==> config.mk <==
export PLATFORM = sky130hd
export DESIGN_NAME = spis_channel
export DESIGN_NICKNAME = d
export VERILOG_FILES = /design/src/rtl/spis_pkg.sv /design/src/rtl/spis_sync.sv /design/src/rtl/spis_regs.sv /design/src/rtl/spis_shift.sv /design/src/rtl/spis_channel.sv
export SDC_FILE = /design/constraint.sdc
export NUM_CORES = 1
export LEC_CHECK = 0
export CAP_MARGIN = 0
export CORE_UTILIZATION = 40
export DETAILED_ROUTE_END_ITERATION = 16
export SLEW_MARGIN = 20
export SYNTH_ARGS = -nofsm -noshare
export SYNTH_HDL_FRONTEND = slang
export SYNTH_SLANG_ARGS = --single-unit
==> constraint.sdc <==
create_clock -name clk -period 5.2 [get_ports clk]
set_input_delay 0.78 -clock clk [delete_from_list [all_inputs] [get_ports clk]]
set_output_delay 0.78 -clock clk [all_outputs]
set_load 0.005 [all_outputs]
==> src/rtl/spis_pkg.sv <==
package spis_pkg;
  localparam int DATA_W = 32;
  localparam int LEN_W  = $clog2(DATA_W);
  localparam int ADDR_W = 2;
  localparam int MIN_BITS = 4;

  typedef enum logic [1:0] {
    XFER_DUPLEX = 2'd0,
    XFER_TXONLY = 2'd1,
    XFER_RXONLY = 2'd2,
    XFER_ALT    = 2'd3
  } xfer_mode_e;

  // packed from MSB: bit 13 down to bit 0
  typedef struct packed {
    logic             dma_wr_en;
    logic             dma_rd_en;
    logic             free_run;
    logic             cpha;
    logic             cpol;
    logic             sel_hi;
    logic [LEN_W-1:0] len_m1;
    xfer_mode_e       mode;
    logic             enable;
  } chan_cfg_t;

  localparam int CFG_W = $bits(chan_cfg_t);

  localparam logic [ADDR_W-1:0] A_CFG  = 2'd0;
  localparam logic [ADDR_W-1:0] A_TX   = 2'd1;
  localparam logic [ADDR_W-1:0] A_RX   = 2'd2;
  localparam logic [ADDR_W-1:0] A_STAT = 2'd3;
endpackage

==> src/rtl/spis_sync.sv <==
module spis_sync #(
  parameter int WIDTH  = 1,
  parameter int STAGES = 2
) (
  input  logic             clk,
  input  logic             rst_n,
  input  logic [WIDTH-1:0] d,
  output logic [WIDTH-1:0] q
);
  logic [WIDTH-1:0] stg_q [STAGES];

  always_ff @(posedge clk or negedge rst_n) begin
    if (!rst_n) begin
      for (int i = 0; i < STAGES; i++) stg_q[i] <= '0;
    end else begin
      stg_q[0] <= d;
      for (int i = 1; i < STAGES; i++) stg_q[i] <= stg_q[i-1];
    end
  end

  assign q = stg_q[STAGES-1];
endmodule

==> src/rtl/spis_regs.sv <==
module spis_regs
  import spis_pkg::*;
(
  input  logic              clk,
  input  logic              rst_n,
  input  logic              host_wr,
  input  logic              host_rd,
  input  logic [ADDR_W-1:0] host_addr,
  input  logic [DATA_W-1:0] host_wdata,
  output logic [DATA_W-1:0] host_rdata,
  output chan_cfg_t         cfg,
  output logic [DATA_W-1:0] tx_hold,
  input  logic              tx_take,
  input  logic              rx_done,
  input  logic [DATA_W-1:0] rx_word,
  output logic              dma_rd_req,
  output logic              dma_wr_req
);
  chan_cfg_t         cfg_q, cfg_d;
  logic [DATA_W-1:0] tx_q, tx_d, rx_q, rx_d;
  logic              txe_q, txe_d, rxf_q, rxf_d;
  logic              wr_cfg, wr_tx, rd_rx, rx_used, rx_load;

  assign wr_cfg  = host_wr && (host_addr == A_CFG);
  assign wr_tx   = host_wr && (host_addr == A_TX);
  assign rd_rx   = host_rd && (host_addr == A_RX);
  assign rx_used = (cfg_q.mode != XFER_TXONLY);
  assign rx_load = rx_done && rx_used;

  always_comb begin
    cfg_d = wr_cfg ? chan_cfg_t'(host_wdata[CFG_W-1:0]) : cfg_q;
    tx_d  = wr_tx ? host_wdata : tx_q;
    // host write wins over a same-cycle copy into the shifter
    if (wr_tx)        txe_d = 1'b0;
    else if (tx_take) txe_d = 1'b1;
    else              txe_d = txe_q;
    rx_d  = rx_load ? rx_word : rx_q;
    // a completing word wins over a same-cycle host read
    if (rx_load)      rxf_d = 1'b1;
    else if (rd_rx)   rxf_d = 1'b0;
    else              rxf_d = rxf_q;
  end

  always_ff @(posedge clk or negedge rst_n) begin
    if (!rst_n) begin
      cfg_q <= '0;
      tx_q  <= '0;
      rx_q  <= '0;
      txe_q <= 1'b1;
      rxf_q <= 1'b0;
    end else begin
      cfg_q <= cfg_d;
      tx_q  <= tx_d;
      rx_q  <= rx_d;
      txe_q <= txe_d;
      rxf_q <= rxf_d;
    end
  end

  always_comb begin
    unique case (host_addr)
      A_CFG:   host_rdata = DATA_W'(cfg_q);
      A_TX:    host_rdata = tx_q;
      A_RX:    host_rdata = rx_q;
      default: host_rdata = {{(DATA_W-2){1'b0}}, rxf_q, txe_q};
    endcase
  end

  assign cfg        = cfg_q;
  assign tx_hold    = tx_q;
  assign dma_wr_req = cfg_q.dma_wr_en & txe_q;
  assign dma_rd_req = cfg_q.dma_rd_en & rxf_q;


  tx_write_clears_chk: assert property (@(posedge clk) disable iff (!rst_n)
    wr_tx |=> !txe_q);

  load_sets_empty_chk: assert property (@(posedge clk) disable iff (!rst_n)
    (tx_take && !wr_tx) |=> txe_q);

  rx_read_clears_chk: assert property (@(posedge clk) disable iff (!rst_n)
    (rd_rx && !rx_load) |=> !rxf_q);

  done_wins_chk: assert property (@(posedge clk) disable iff (!rst_n)
    rx_load |=> (rxf_q && rx_q == $past(rx_word)));

  dma_wr_drop_chk: assert property (@(posedge clk) disable iff (!rst_n)
    wr_tx |=> !dma_wr_req);
endmodule

==> src/rtl/spis_shift.sv <==
module spis_shift
  import spis_pkg::*;
(
  input  logic              clk,
  input  logic              rst_n,
  input  chan_cfg_t         cfg,
  input  logic [DATA_W-1:0] tx_hold,
  input  logic              sclk_s,
  input  logic              cs_s,
  input  logic              mosi_s,
  output logic              miso,
  output logic              miso_oe,
  output logic              tx_take,
  output logic              rx_done,
  output logic [DATA_W-1:0] rx_word
);
  localparam logic [LEN_W-1:0] MIN_M1 = LEN_W'(MIN_BITS - 1);
  localparam logic [LEN_W-1:0] TOP_M1 = LEN_W'(DATA_W - 1);

  logic              sclk_q, sel_q;
  logic [LEN_W-1:0]  cnt_q, cnt_d;
  logic [DATA_W-1:0] sh_q, sh_d;
  logic [LEN_W-1:0]  top_idx;
  logic              sel, sel_rise, samp, last, tx_used;
  logic [DATA_W-1:0] shifted, fill, mask;

  assign top_idx  = (cfg.len_m1 < MIN_M1) ? MIN_M1 : cfg.len_m1;
  assign tx_used  = (cfg.mode != XFER_RXONLY);
  assign sel      = cfg.enable & (cfg.free_run | (cs_s == cfg.sel_hi));
  assign sel_rise = sel & ~sel_q;
  assign samp     = sel & ~sel_rise & (sclk_s != sclk_q)
                  & (sclk_s == ~(cfg.cpol ^ cfg.cpha));
  assign last     = samp & (cnt_q == top_idx);
  assign shifted  = {sh_q[DATA_W-2:0], mosi_s};
  assign fill     = tx_used ? tx_hold : '0;
  assign mask     = {DATA_W{1'b1}} >> (TOP_M1 - top_idx);

  always_comb begin
    sh_d  = sh_q;
    cnt_d = cnt_q;
    if (!sel) begin
      cnt_d = '0;
    end else if (sel_rise || last) begin
      sh_d  = fill;
      cnt_d = '0;
    end else if (samp) begin
      sh_d  = shifted;
      cnt_d = cnt_q + 1'b1;
    end
  end

  always_ff @(posedge clk or negedge rst_n) begin
    if (!rst_n) begin
      sclk_q <= 1'b0;
      sel_q  <= 1'b0;
      cnt_q  <= '0;
      sh_q   <= '0;
    end else begin
      sclk_q <= sclk_s;
      sel_q  <= sel;
      cnt_q  <= cnt_d;
      sh_q   <= sh_d;
    end
  end

  assign tx_take = (sel_rise | last) & tx_used;
  assign rx_done = last;
  assign rx_word = shifted & mask;
  assign miso    = sh_q[top_idx];
  assign miso_oe = sel_q & tx_used;


  deselect_resets_chk: assert property (@(posedge clk) disable iff (!rst_n)
    !sel |=> (cnt_q == '0));

  word_end_reload_chk: assert property (@(posedge clk) disable iff (!rst_n)
    (last && tx_used) |=> (sh_q == $past(tx_hold)));
endmodule

==> src/rtl/spis_channel.sv <==
module spis_channel
  import spis_pkg::*;
#(
  parameter int SYNC_STAGES = 2
) (
  input  logic              clk,
  input  logic              rst_n,
  input  logic              host_wr,
  input  logic              host_rd,
  input  logic [ADDR_W-1:0] host_addr,
  input  logic [DATA_W-1:0] host_wdata,
  output logic [DATA_W-1:0] host_rdata,
  input  logic              spi_sclk,
  input  logic              spi_cs,
  input  logic              spi_mosi,
  output logic              spi_miso,
  output logic              spi_miso_oe,
  output logic              dma_rd_req,
  output logic              dma_wr_req
);
  logic [1:0]        rst_pipe;
  logic              rst_ni;
  logic [2:0]        pins_s;
  chan_cfg_t         cfg;
  logic [DATA_W-1:0] tx_hold, rx_word;
  logic              tx_take, rx_done;

  always_ff @(posedge clk or negedge rst_n) begin
    if (!rst_n) rst_pipe <= '0;
    else        rst_pipe <= {rst_pipe[0], 1'b1};
  end
  assign rst_ni = rst_pipe[1];

  spis_sync #(.WIDTH(3), .STAGES(SYNC_STAGES)) u_sync (
    .clk   (clk),
    .rst_n (rst_ni),
    .d     ({spi_sclk, spi_cs, spi_mosi}),
    .q     (pins_s)
  );

  spis_regs u_regs (
    .clk        (clk),
    .rst_n      (rst_ni),
    .host_wr    (host_wr),
    .host_rd    (host_rd),
    .host_addr  (host_addr),
    .host_wdata (host_wdata),
    .host_rdata (host_rdata),
    .cfg        (cfg),
    .tx_hold    (tx_hold),
    .tx_take    (tx_take),
    .rx_done    (rx_done),
    .rx_word    (rx_word),
    .dma_rd_req (dma_rd_req),
    .dma_wr_req (dma_wr_req)
  );

  spis_shift u_shift (
    .clk     (clk),
    .rst_n   (rst_ni),
    .cfg     (cfg),
    .tx_hold (tx_hold),
    .sclk_s  (pins_s[2]),
    .cs_s    (pins_s[1]),
    .mosi_s  (pins_s[0]),
    .miso    (spi_miso),
    .miso_oe (spi_miso_oe),
    .tx_take (tx_take),
    .rx_done (rx_done),
    .rx_word (rx_word)
  );
endmodule

==> results by group <==
Timing
  • Slew Limit Fails: 0
  • Slew HR: 32.9%
  • Final hold vios: 0
  • Setup_tns: 0 ps
  • Post-route minimum period: 3830 ps
  • Worst Max-Slew Pin Slew: 1000 ps
  • Final setup viols: 0
  • FMAX: 0.261 GHz
  • RSZ-0062 raised after global routing: no
  • Clock Skews: 13.2 ps
  • Final period util: 73.7%

Route
  • Wire per inst: 20.2 um
  • ANT nets after route: 0
  • Via density per instance: 5.67
  • Residual DRC count: 0
  • DRT Pass-1 Iters: 5
  • Met3 WL post-DR: 701 um
  • Routed metal-1 wirelength: 7.07 mm
  • Total number of vias: 4466
  • DR iter-0 viols: 300
  • Top Layer Used: met4
  • Routed wire length on met2: 7.82 mm
  • Post-Route WL: 15.9 mm

Worst setup path
  • Critical-path maximum fanout: 18
  • Crit path from: host_addr[0]
  • Crit Reg-Reg Startpoint: u_regs.cfg[3]
  • Critical Path End Type: primary output
  • Worst setup path end: host_rdata[5]
  • Reg2Reg Depth: 7
  • WS Path Type: input pin to primary output
  • Worst reg2reg setup slack: 2250 ps
  • Startpoint types: input pin
  • Critical Path RT: 4420 ps
  • Critical Path AT: 3050 ps
  • R2R Path End: u_shift.cnt_q[0]

Synth
  • Mapped Area: 6240 um2
  • Yosys reg bits: 127
  • Async set-reset flop share out of synthesis: 100%
  • Post-synthesis cell type count: 56
  • Post-synth EDFFs: 0
  • Syn Inst Count: 516
  • Syn nets: 558
  • Post-synthesis sequential area ratio: 51.0%
  • Post-synth top flop: dfrtp_1
  • Yosys warning count: 0
  • Avg Cell Area, Syn: 12.1 um2

Clocking
  • H-tree Lvls: 4
  • CTS Buffer Depth: 2
  • Root Driver: clkbuf_16
  • Clock sink count: 127
  • Setup bufs post-CTS: 0
  • Num CTS Buffers: 17
  • Post-CTS resize count: 0
  • Worst-path clk slew: 60 ps
  • # hold bufs at CTS: 0
  • Worst-Skew Late Latency: 420 ps
  • CTS tree: built

Run
  • Maxcap violations: 0

Global routing
  • All-Layer GR Usage: 21.7%
  • Number of global-route vias before repair: 4778
  • Gr ovfl total: 0
  • First-pass GRT wire length: 26.3 mm
  • Maximum number of pins on one net before global-route repair: 78
  • Initial antenna violation count: 0

Cells and area
  • Nets: 629
  • Share of cells above drive strength 1: 19.0%
  • Util after Layout: 51.0%
  • Diode count: 0
  • Fillers: 1335
  • Area grow syn2layout: 24.3%

Outcome
  • Run status: complete, no violations

Placed design
  • Detailed Place HPWL: 10.3 mm
  • Port Buffer Count: 76
  • Gpl congestion: 0.788

Die
  • # rows: 45
  • Num ports: 77
  • Core Footprint: 15200 um2
  • Initial Util: 41.0%
  • Vert. Die Dim: 127 um
  • Chip width: 127 um
  • DIE AREA: 16100 um2

Power
  • Switching pwr: 1.03 mW
  • Flop pwr share: 42.3%
  • Overall power: 3.43 mW
  • Leak Pwr: 3.55 nW
  • Clk network pwr share: 33.7%
  • Worst-case vdd ir drop: 0.279 mV
  • Share of total power in combinational logic: 24.0%
  • Internal power: 2.41 mW
  • Sw Share: 30.0%
  • Pwr per Cell Area: 443 nW/um2

Hold path
  • Hold Path Class: register to asynchronous set/reset pin
==> Yosys cell counts (all sizes together), types with 2 or more instances <==
cell	instances	area share, %
nand2b	3	0.30
or2	2	0.20
nand2	37	2.2
a31oi	4	0.40
a21oi	4	0.32
mux2i	25	4.0
inv	11	0.66
and3	6	0.60
o311a	2	0.32
a22oi	2	0.24
nor4	2	0.30
clkbuf	25	1.5
and2	5	0.50
mux4	6	2.2
nand3b	3	0.56
nor3	3	0.40
a21boi	5	0.60
buf	13	1.8
o21ai	21	1.7
nor2b	42	4.2
or3	2	0.20
a22o	20	2.8
o21a	7	0.84
nor2	9	0.58
a221o	32	5.1
o221ai	2	0.28
nand3	4	0.32
mux2	71	13
a311oi	2	0.38
xnor2	6	0.84
dfrtp	126	51
==> kinds of logic (layout without fill, tap and decap cells) <==
family,Yosys count,count (layout),share of synthesized area (%)
mux,102,102,19.0
simple gates,122,122,11.1
other cells,1,1,0.0601
fa+ha+maj,1,1,0.200
buf+inv,49,133,3.95
compound gates,107,107,13.8
flops,127,127,51.0
xor+xnor,7,7,0.983
==> placed cells by master, fill, tap and decap left out, types with 2 or more instances in the layout <==
| cell | n |
|---|---|
| a21oi_1 | 4 |
| buf_4 | 13 |
| a22oi_1 | 2 |
| clkbuf_16 | 17 |
| o311a_1 | 2 |
| clkdlybuf4s50_1 | 76 |
| a22o_1 | 20 |
| a31oi_1 | 4 |
| nand2_1 | 37 |
| inv_1 | 11 |
| clkbuf_1 | 2 |
| nand2b_1 | 3 |
| dfrtp_1 | 125 |
| nand3b_1 | 2 |
| and3_1 | 6 |
| and2_1 | 5 |
| a221o_1 | 32 |
| mux2_2 | 50 |
| clkinv_2 | 6 |
| mux4_2 | 6 |
| o21a_1 | 7 |
| or3_1 | 2 |
| mux2_1 | 21 |
| clkbuf_8 | 2 |
| o221ai_1 | 2 |
| o21ai_0 | 20 |
| clkinv_4 | 2 |
| a21boi_0 | 4 |
| bufinv_16 | 2 |
| nand3_1 | 4 |
| mux2i_1 | 25 |
| xnor2_1 | 6 |
| nor2_1 | 8 |
| or2_2 | 2 |
| nor2b_1 | 41 |
==> worst min-delay path by stage <==
stage                    startpoint            endpoint  slack [ps]  cells past startpoint
finish                  rst_pipe[1]  u_regs.tx_hold[16]         270                      0
global route            rst_pipe[1]  u_regs.tx_hold[16]         310                      0
global placement    u_sync.stg_q[5]         u_sync.q[2]         340                      0
CTS                 u_sync.stg_q[5]         u_sync.q[2]         350                      0
floorplan               rst_pipe[0]         rst_pipe[1]         330                      0
detailed placement  u_sync.stg_q[5]         u_sync.q[2]         340                      0
==> layout make-up <==
| type | count | area (um2) | area share (%) |
|---|---|---|---|
| Sequential cell | 127 | 3180 | 41.0 |
| Timing Repair Buffer | 90 | 886 | 11.4 |
| Tap cell | 188 | 235 | 3.03 |
| Inverter | 11 | 41.3 | 0.532 |
| Clock buffer | 21 | 460 | 5.94 |
| Multi-Input combinational cell | 340 | 2830 | 36.5 |
| Clock inverter | 11 | 115 | 1.48 |
==> per-layer routing <==
layer	vias up	track usage (%)
met5	-	0
met4	0	7.77
met3	20	5.10
met2	117	35.4
met1	2290	28.1
li1	2039	-
==> power by group through the flow <==
stage | sequential [mW] | combinational, mW | clock (mW)
5_1_grt | 1.49 | 0.906 | 1.23
3_5_place_dp | 1.46 | 0.819 | 0
6_report | 1.45 | 0.825 | 1.16
4_1_cts | 1.45 | 0.822 | 1.18
3_3_place_gp | 1.46 | 0.801 | 0
2_1_floorplan | 1.37 | 0.586 | 0
==> critical path, cell delays in order <==
cell             delay, ps
clkdlybuf4s50_1        470
nor2b_2                770
buf_4                  350
nand2_1                 70
o21ai_0                 80
clkdlybuf4s50_1        520
==> metrics by stage <==
step / setup slack (ps) / hold WS, ps / instance area [um2] / cells
floorplan: 1400 / 331 / 6240 / 516
global placement: 1380 / 335 / 7150 / 755
detailed placement: 1260 / 336 / 7150 / 755
CTS: 1300 / 349 / 7730 / 787
global route: 1250 / 310 / 7750 / 788
finish: 1370 / 274 / 7750 / 788
==> state kept, by name, indices dropped and copies added, names as in the netlist <==
name and count:
rst_pipe 2, u_regs.cfg 14, u_regs.rx_q 32, u_regs.rxf_q 1, u_regs.tx_hold 32, u_regs.txe_q 1
u_shift.cnt_q 5, u_shift.sclk_q 1, u_shift.sel_q 1, u_shift.sh_q 32, u_sync.q 3, u_sync.stg_q 3
Note: power is estimated with default switching activity, not from simulation.
